`src/rtl/spi_rx_fifo_pkg.sv`:
```
package spi_rx_fifo_pkg;

    typedef enum logic [1:0] {
        ST_EMPTY   = 2'd0,
        ST_PARTIAL = 2'd1,
        ST_FULL    = 2'd2
    } fill_state_t;

    localparam int FLAG_OVF = 0;
    localparam int FLAG_DRN = 1;
    localparam int NFLAGS   = 2;

endpackage

```
`src/rtl/rxf_store.sv`:
```
module rxf_store #(
    parameter int DEPTH = 4,
    parameter int DW    = 32,
    localparam int PW   = $clog2(DEPTH)
) (
    input  logic          clk,
    input  logic          rst_n,
    input  logic          wr_en,
    input  logic [PW-1:0] wr_idx,
    input  logic [DW-1:0] wr_data,
    input  logic [PW-1:0] rd_idx,
    output logic [DW-1:0] rd_data,
    input  logic [PW-1:0] dbg_idx,
    output logic [DW-1:0] dbg_data
);

    logic [DW-1:0] slot_q [DEPTH];

    for (genvar g = 0; g < DEPTH; g++) begin : g_slot
        always_ff @(posedge clk or negedge rst_n) begin
            if (!rst_n) begin
                slot_q[g] <= '0;
            end else if (wr_en && (wr_idx == PW'(g))) begin
                slot_q[g] <= wr_data;
            end
        end
    end

    assign rd_data  = slot_q[rd_idx];
    assign dbg_data = slot_q[dbg_idx];

endmodule

```
`src/rtl/rxf_ctrl.sv`:
```
module rxf_ctrl
    import spi_rx_fifo_pkg::*;
#(
    parameter int DEPTH = 4,
    localparam int PW   = $clog2(DEPTH),
    localparam int CW   = $clog2(DEPTH + 1)
) (
    input  logic          clk,
    input  logic          rst_n,
    input  logic          push,
    input  logic          pop,
    input  logic          flush,
    input  logic          bypass,
    input  logic          ovr_en,
    output logic          wr_en,
    output logic [PW-1:0] wr_idx,
    output logic [PW-1:0] rd_idx,
    output logic [CW-1:0] cnt,
    output logic          cnt_nz_next,
    output logic          ovf_evt
);

    fill_state_t   state_q, state_n;
    logic [CW-1:0] cnt_q, cnt_n;
    logic [PW-1:0] wptr_q, wptr_n, rptr_q, rptr_n;
    logic [CW-1:0] cap;
    logic          is_full, is_empty;
    logic          pop_ok, push_ok, room, ovwr;

    assign cap = bypass ? CW'(1) : CW'(DEPTH);

    // Output decode from the current state
    always_comb begin
        is_full  = 1'b0;
        is_empty = 1'b0;
        unique case (state_q)
            ST_EMPTY:   is_empty = 1'b1;
            ST_PARTIAL: ;
            ST_FULL:    is_full  = 1'b1;
            default:    is_empty = 1'b1;
        endcase
    end

    assign pop_ok  = pop && !is_empty && !flush;
    assign room    = !is_full || pop_ok;
    assign push_ok = push && room && !flush;
    assign ovf_evt = push && !room && !flush;
    assign ovwr    = ovf_evt && ovr_en;

    assign wr_en  = push_ok || ovwr;
    assign wr_idx = bypass ? '0 : (push_ok ? wptr_q : wptr_q - PW'(1));
    assign rd_idx = bypass ? '0 : rptr_q;

    always_comb begin
        cnt_n  = cnt_q;
        wptr_n = wptr_q;
        rptr_n = rptr_q;
        if (flush) begin
            cnt_n  = '0;
            wptr_n = '0;
            rptr_n = '0;
        end else begin
            cnt_n = cnt_q + CW'(push_ok) - CW'(pop_ok);
            if (push_ok && !bypass) wptr_n = wptr_q + PW'(1);
            if (pop_ok && !bypass)  rptr_n = rptr_q + PW'(1);
        end
    end

    // Next-state logic: transitions named in the brief
    always_comb begin
        if (cnt_n == '0)      state_n = ST_EMPTY;   // pop-to-empty, flush-to-empty
        else if (cnt_n >= cap) state_n = ST_FULL;   // push-to-full
        else                  state_n = ST_PARTIAL; // push-to-partial, pop-to-partial
    end

    // State register
    always_ff @(posedge clk or negedge rst_n) begin
        if (!rst_n) state_q <= ST_EMPTY;
        else        state_q <= state_n;
    end

    always_ff @(posedge clk or negedge rst_n) begin
        if (!rst_n) begin
            cnt_q  <= '0;
            wptr_q <= '0;
            rptr_q <= '0;
        end else begin
            cnt_q  <= cnt_n;
            wptr_q <= wptr_n;
            rptr_q <= rptr_n;
        end
    end

    assign cnt         = cnt_q;
    assign cnt_nz_next = (cnt_n != '0);

endmodule

```
`src/rtl/rxf_flags.sv`:
```
module rxf_flags
    import spi_rx_fifo_pkg::*;
(
    input  logic              clk,
    input  logic              rst_n,
    input  logic              ovf_evt,
    input  logic              cnt_nz_next,
    input  logic              clr,
    input  logic [NFLAGS-1:0] clr_mask,
    input  logic [NFLAGS-1:0] en,
    input  logic              to_dma,
    output logic [NFLAGS-1:0] flags,
    output logic              irq,
    output logic              dma_req
);

    logic [NFLAGS-1:0] flag_q, flag_n, kill;

    assign kill = clr ? clr_mask : '0;

    always_comb begin
        flag_n[FLAG_OVF] = ovf_evt     | (flag_q[FLAG_OVF] & ~kill[FLAG_OVF]);
        flag_n[FLAG_DRN] = cnt_nz_next | (flag_q[FLAG_DRN] & ~kill[FLAG_DRN]);
    end

    always_ff @(posedge clk or negedge rst_n) begin
        if (!rst_n) flag_q <= '0;
        else        flag_q <= flag_n;
    end

    logic drn_req;
    assign drn_req = flag_q[FLAG_DRN] & en[FLAG_DRN];

    assign flags   = flag_q;
    assign dma_req = drn_req & to_dma;
    assign irq     = (flag_q[FLAG_OVF] & en[FLAG_OVF]) | (drn_req & ~to_dma);

endmodule

```
`src/rtl/spi_rx_fifo.sv`:
```
module spi_rx_fifo
    import spi_rx_fifo_pkg::*;
#(
    parameter int DEPTH = 4,
    parameter int DW    = 32,
    parameter int STW   = 4,
    localparam int PW   = $clog2(DEPTH),
    localparam int CW   = $clog2(DEPTH + 1)
) (
    input  logic              clk,
    input  logic              rst_n,
    input  logic              push,
    input  logic [DW-1:0]     push_data,
    input  logic              pop,
    output logic [DW-1:0]     pop_data,
    input  logic              flush,
    input  logic              bypass,
    input  logic              ovr_en,
    input  logic [PW-1:0]     dbg_idx,
    output logic [DW-1:0]     dbg_data,
    output logic [STW-1:0]    count,
    output logic [STW-1:0]    pop_ptr,
    input  logic              flag_clr,
    input  logic [NFLAGS-1:0] flag_clr_mask,
    input  logic [NFLAGS-1:0] req_en,
    input  logic              drain_to_dma,
    output logic [NFLAGS-1:0] flags,
    output logic              irq,
    output logic              dma_req
);

    logic          wr_en, cnt_nz_next, ovf_evt;
    logic [PW-1:0] wr_idx, rd_idx;
    logic [CW-1:0] cnt;

    rxf_ctrl #(.DEPTH(DEPTH)) u_ctrl (
        .clk         (clk),
        .rst_n       (rst_n),
        .push        (push),
        .pop         (pop),
        .flush       (flush),
        .bypass      (bypass),
        .ovr_en      (ovr_en),
        .wr_en       (wr_en),
        .wr_idx      (wr_idx),
        .rd_idx      (rd_idx),
        .cnt         (cnt),
        .cnt_nz_next (cnt_nz_next),
        .ovf_evt     (ovf_evt)
    );

    rxf_store #(.DEPTH(DEPTH), .DW(DW)) u_store (
        .clk      (clk),
        .rst_n    (rst_n),
        .wr_en    (wr_en),
        .wr_idx   (wr_idx),
        .wr_data  (push_data),
        .rd_idx   (rd_idx),
        .rd_data  (pop_data),
        .dbg_idx  (dbg_idx),
        .dbg_data (dbg_data)
    );

    rxf_flags u_flags (
        .clk         (clk),
        .rst_n       (rst_n),
        .ovf_evt     (ovf_evt),
        .cnt_nz_next (cnt_nz_next),
        .clr         (flag_clr),
        .clr_mask    (flag_clr_mask),
        .en          (req_en),
        .to_dma      (drain_to_dma),
        .flags       (flags),
        .irq         (irq),
        .dma_req     (dma_req)
    );

    assign count   = STW'(cnt);
    assign pop_ptr = STW'(rd_idx);

endmodule

```
`config.mk`:
```
export PLATFORM = sky130hd
export DESIGN_NAME = spi_rx_fifo
export DESIGN_NICKNAME = d
export VERILOG_FILES = /design/src/rtl/spi_rx_fifo_pkg.sv /design/src/rtl/rxf_store.sv /design/src/rtl/rxf_ctrl.sv /design/src/rtl/rxf_flags.sv /design/src/rtl/spi_rx_fifo.sv
export SDC_FILE = /design/constraint.sdc
export NUM_CORES = 1
export LEC_CHECK = 0
export BUFFER_PORTS_ARGS = -buffer_cell sky130_fd_sc_hd__buf_2
export CAP_MARGIN = 20
export CORE_MARGIN = 1.5
export CORE_UTILIZATION = 40
export CTS_CLUSTER_DIAMETER = 150
export DETAILED_ROUTE_END_ITERATION = 7
export MAX_ROUTING_LAYER = met4
export PLACE_DENSITY = 0.65
export SYNTH_ARGS = -nofsm -noshare
export SYNTH_HDL_FRONTEND = slang
export SYNTH_SLANG_ARGS = --single-unit
```
`constraint.sdc`:
```
create_clock -name clk -period 3.8 [get_ports clk]
set_clock_uncertainty 0.05 [all_clocks]
set_input_delay 0.19 -clock clk [delete_from_list [all_inputs] [get_ports clk]]
set_output_delay 0.19 -clock clk [all_outputs]
set_load 0.1 [all_outputs]
```
==> results.yml <==
worst_setup_path:
  worstPathMaxFanout: 11
  rr_worst_depth: 15
  start_kind: "flip-flop"
  crit_start: "u_ctrl.state_q[0]"
  cp_data_required_time_ns: 4.09
  worst_ep_arrival_time_ns: 3.68
  worst_path_largest_cell_delay_ns: 0.38
  critPathKind: "reg2reg"
  r2r_end: "u_ctrl.state_q[0]"
  ff2ff_setup_slack_ns: 0.41
  endpoint_kind: "flip-flop"
  critPathTopFamily: "adder cells"
  cp_cell_sequence: "inv_1 > ha_1 > nand2b_1 > nor2_1 > ha_1 > inv_1 > ha_1 > inv_1 > fa_1 > xor2_1 > xnor2_1 > nor2_1 > ha_1 > a21oi_1 > nor2b_1"
  crit_buf_inv: 3
  slowest_stage: "fa_1"
  cpMostUsedCell: "ha_1"
  r2r-start: "u_ctrl.state_q[0]"
timing:
  fin_tns_setup_ns: 0
  fin_crit_sh_pct: 89.2
  worst_slew_pin_slew_ns: 1.06
  slew_headroom_pct: 29.5
  drv_slew: 0
  hold_viol: 0
  layout_min_cycle_time_ns: 3.39
  clock.fmax_mhz: 295
  setup_violations: 0
  rsz0062_at_grt: "no"
clocking:
  htree_levels: 4
  path_clk_slew_ns: 0.06
  post_cts_buffers: 0
  cts_root_buffer: "clkbuf_16"
  tritoncts: "done"
  clk_latency_ns: 0.41
  clock_sink_count: 139
  clock_path_buffers: 2
  holdBufCountCts: 29
  cts_buffers: 17
  ctsResizeCount: 0
yosys:
  async_reset_ff_share_pct: 100
  netlist_area_um2: 7510
  yosysSeqAreaShare_pct: 46.3
  synthTopCellsByArea: "dfrtp_1, mux2_4, mux4_2"
  synth_flop_cell: "dfrtp_1"
  synth_cell_types: 42
  yosys_register_bits: 139
  synth_largest_area_cell: "dfrtp_1"
  synth_cells: 582
  yosysWarnings: 0
  synth_edf_count: 0
  yosysTopAreaCellShare_pct: 46.3
  postSynthAreaPerCell_um2: 12.9
floorplanning:
  rows: 49
  fp.dieW_um: 140
  io_pins: 123
  die_h_um: 140
  core_um2: 18200
  initial_utilization_pct: 41.3
  die_area_um2: 19600
pwr:
  leakagePower_uw: 0.00448
  p_total_uw: 8650
  irDropWorstVdd_v: 0.000833
  p_per_area_nw_per_um2: 935
finish:
  antenna_cells: 0
  fill_cells: 1626
  mostFrequentLayoutCells: "dfrtp_1, buf_2, nand2_1"
  area_growth_pct: 23.1
  drive_gt1_share_pct: 45.2
  final_common_cell: "dfrtp_1"
  nets: 770
grt:
  grt_pass1_wl_um: 30800
  gr-total-overflow: 0
  grt_antenna_before_repair: 0
  grt_pass1_vias: 5615
  grt_max_degree: 88
  grtUsageTotal_pct: 20.9
min_path:
  hp-start: "push_data[9]"
  min_to: "u_store.slot_q[9]"
  whs_path_depth: 2
  hold_class: "in2reg"
placement:
  routabilityCongestion: 0.781
  io_buffers: 119
  dp_hpwl_um: 11800
routing:
  route.met2.wl_um: 9380
  drc: 0
  vias: 5298
  wl_per_cell_um: 19.9
  dr_wl_met3_um: 1000
  final_antenna_net_count: 0
  dr.pass1.iters: 4
  viasPerCell: 5.52
  met1_length_um: 8440
  top_layer_used: "met4"
  drt_iter0_drc: 242
  routed_wl_um: 19100
run_status:
  outcome: "completed"
run:
  maxCapViolations: 0
## logic make-up after synthesis
logic type               Yosys count  share of synthesized area, %
AO/OA/AOI/OAI                     81                          7.76
XOR/XNOR                           4                         0.466
adder cells (fa/ha/maj)            6                          1.10
buffers and inverters             58                          4.16
flip-flops                       139                          46.3
multiplexers                     161                          31.9
other                              1                        0.0499
AND/OR/NAND/NOR                  132                          8.24
## cell usage after synthesis (2+ instances only)
library cell / instances
nor2b_1: 34
mux4_2: 32
inv_1: 10
nor2_1: 8
nand2b_1: 5
buf_6: 6
mux2_1: 6
a21oi_1: 5
xnor2_1: 3
clkbuf_1: 16
mux2_4: 60
a211oi_1: 32
buf_1: 3
a31oi_1: 32
buf_2: 13
mux2_2: 62
dfrtp_1: 139
o21ai_2: 2
nor3_1: 4
buf_4: 9
ha_1: 5
nand2_1: 76
## per-layer routing
metal / vias up / global-route usage [%]
li1: 2397 / -
met1: 2710 / 26.4
met2: 160 / 33.4
met3: 31 / 5.37
met4: 0 / 6.20
met5: - / -
## power by group
part | leakage [uW] | switching (uW) | internal, uW
logic | 0.00238 | 3160 | 1160
registers | 0.00178 | 422 | 2040
clock network | 0.000319 | 633 | 1240
total | 0.00448 | 4210 | 4430
## flip-flops by register name, summed over array words and instances (netlist names)
name and cells:
u_ctrl.cnt 3, u_ctrl.rptr_q 2, u_ctrl.state_q 2, u_ctrl.wptr_q 2, u_flags.flags 2, u_store.slot_q 128
## metrics by stage
| step | util (%) | hold WS (ns) | cells | instance area, um2 | setup slack, ns |
|---|---|---|---|---|---|
| finish | 50.8 | 0.0182 | 959 | 9250 | 0.411 |
| CTS | 50.8 | 0.000228 | 959 | 9250 | 0.438 |
| global route | 50.8 | 0.00353 | 959 | 9250 | 0.194 |
| detailed placement | 45.5 | 0.267 | 898 | 8290 | 0.493 |
| floorplan | - | -0.156 | 584 | 7520 | 0.0954 |
| global placement | 45.5 | 0.254 | 898 | 8290 | 0.713 |
## area by class of cell
type | count | area (um2) | area share (%)
multi-input combinational | 387 | 3760 | 40.6
sequential | 139 | 3480 | 37.6
timing repair buffer | 161 | 1010 | 11.0
clock buffer | 22 | 484 | 5.23
tap | 229 | 287 | 3.10
clock inverter | 10 | 186 | 2.02
inverter | 11 | 41.3 | 0.446
## how the worst max path moves through the flow
stage | endpoint | slack [ns] | depth (start not counted)
floorplan | pop_data[22] | 0.1 | 6
global placement | u_ctrl.state_q[0] | 0.71 | 15
detailed placement | u_ctrl.state_q[0] | 0.49 | 15
CTS | u_ctrl.state_q[0] | 0.44 | 15
global route | u_ctrl.state_q[0] | 0.19 | 15
finish | u_ctrl.state_q[0] | 0.41 | 15
No activity file was read; power rests on OpenSTA's default activity.
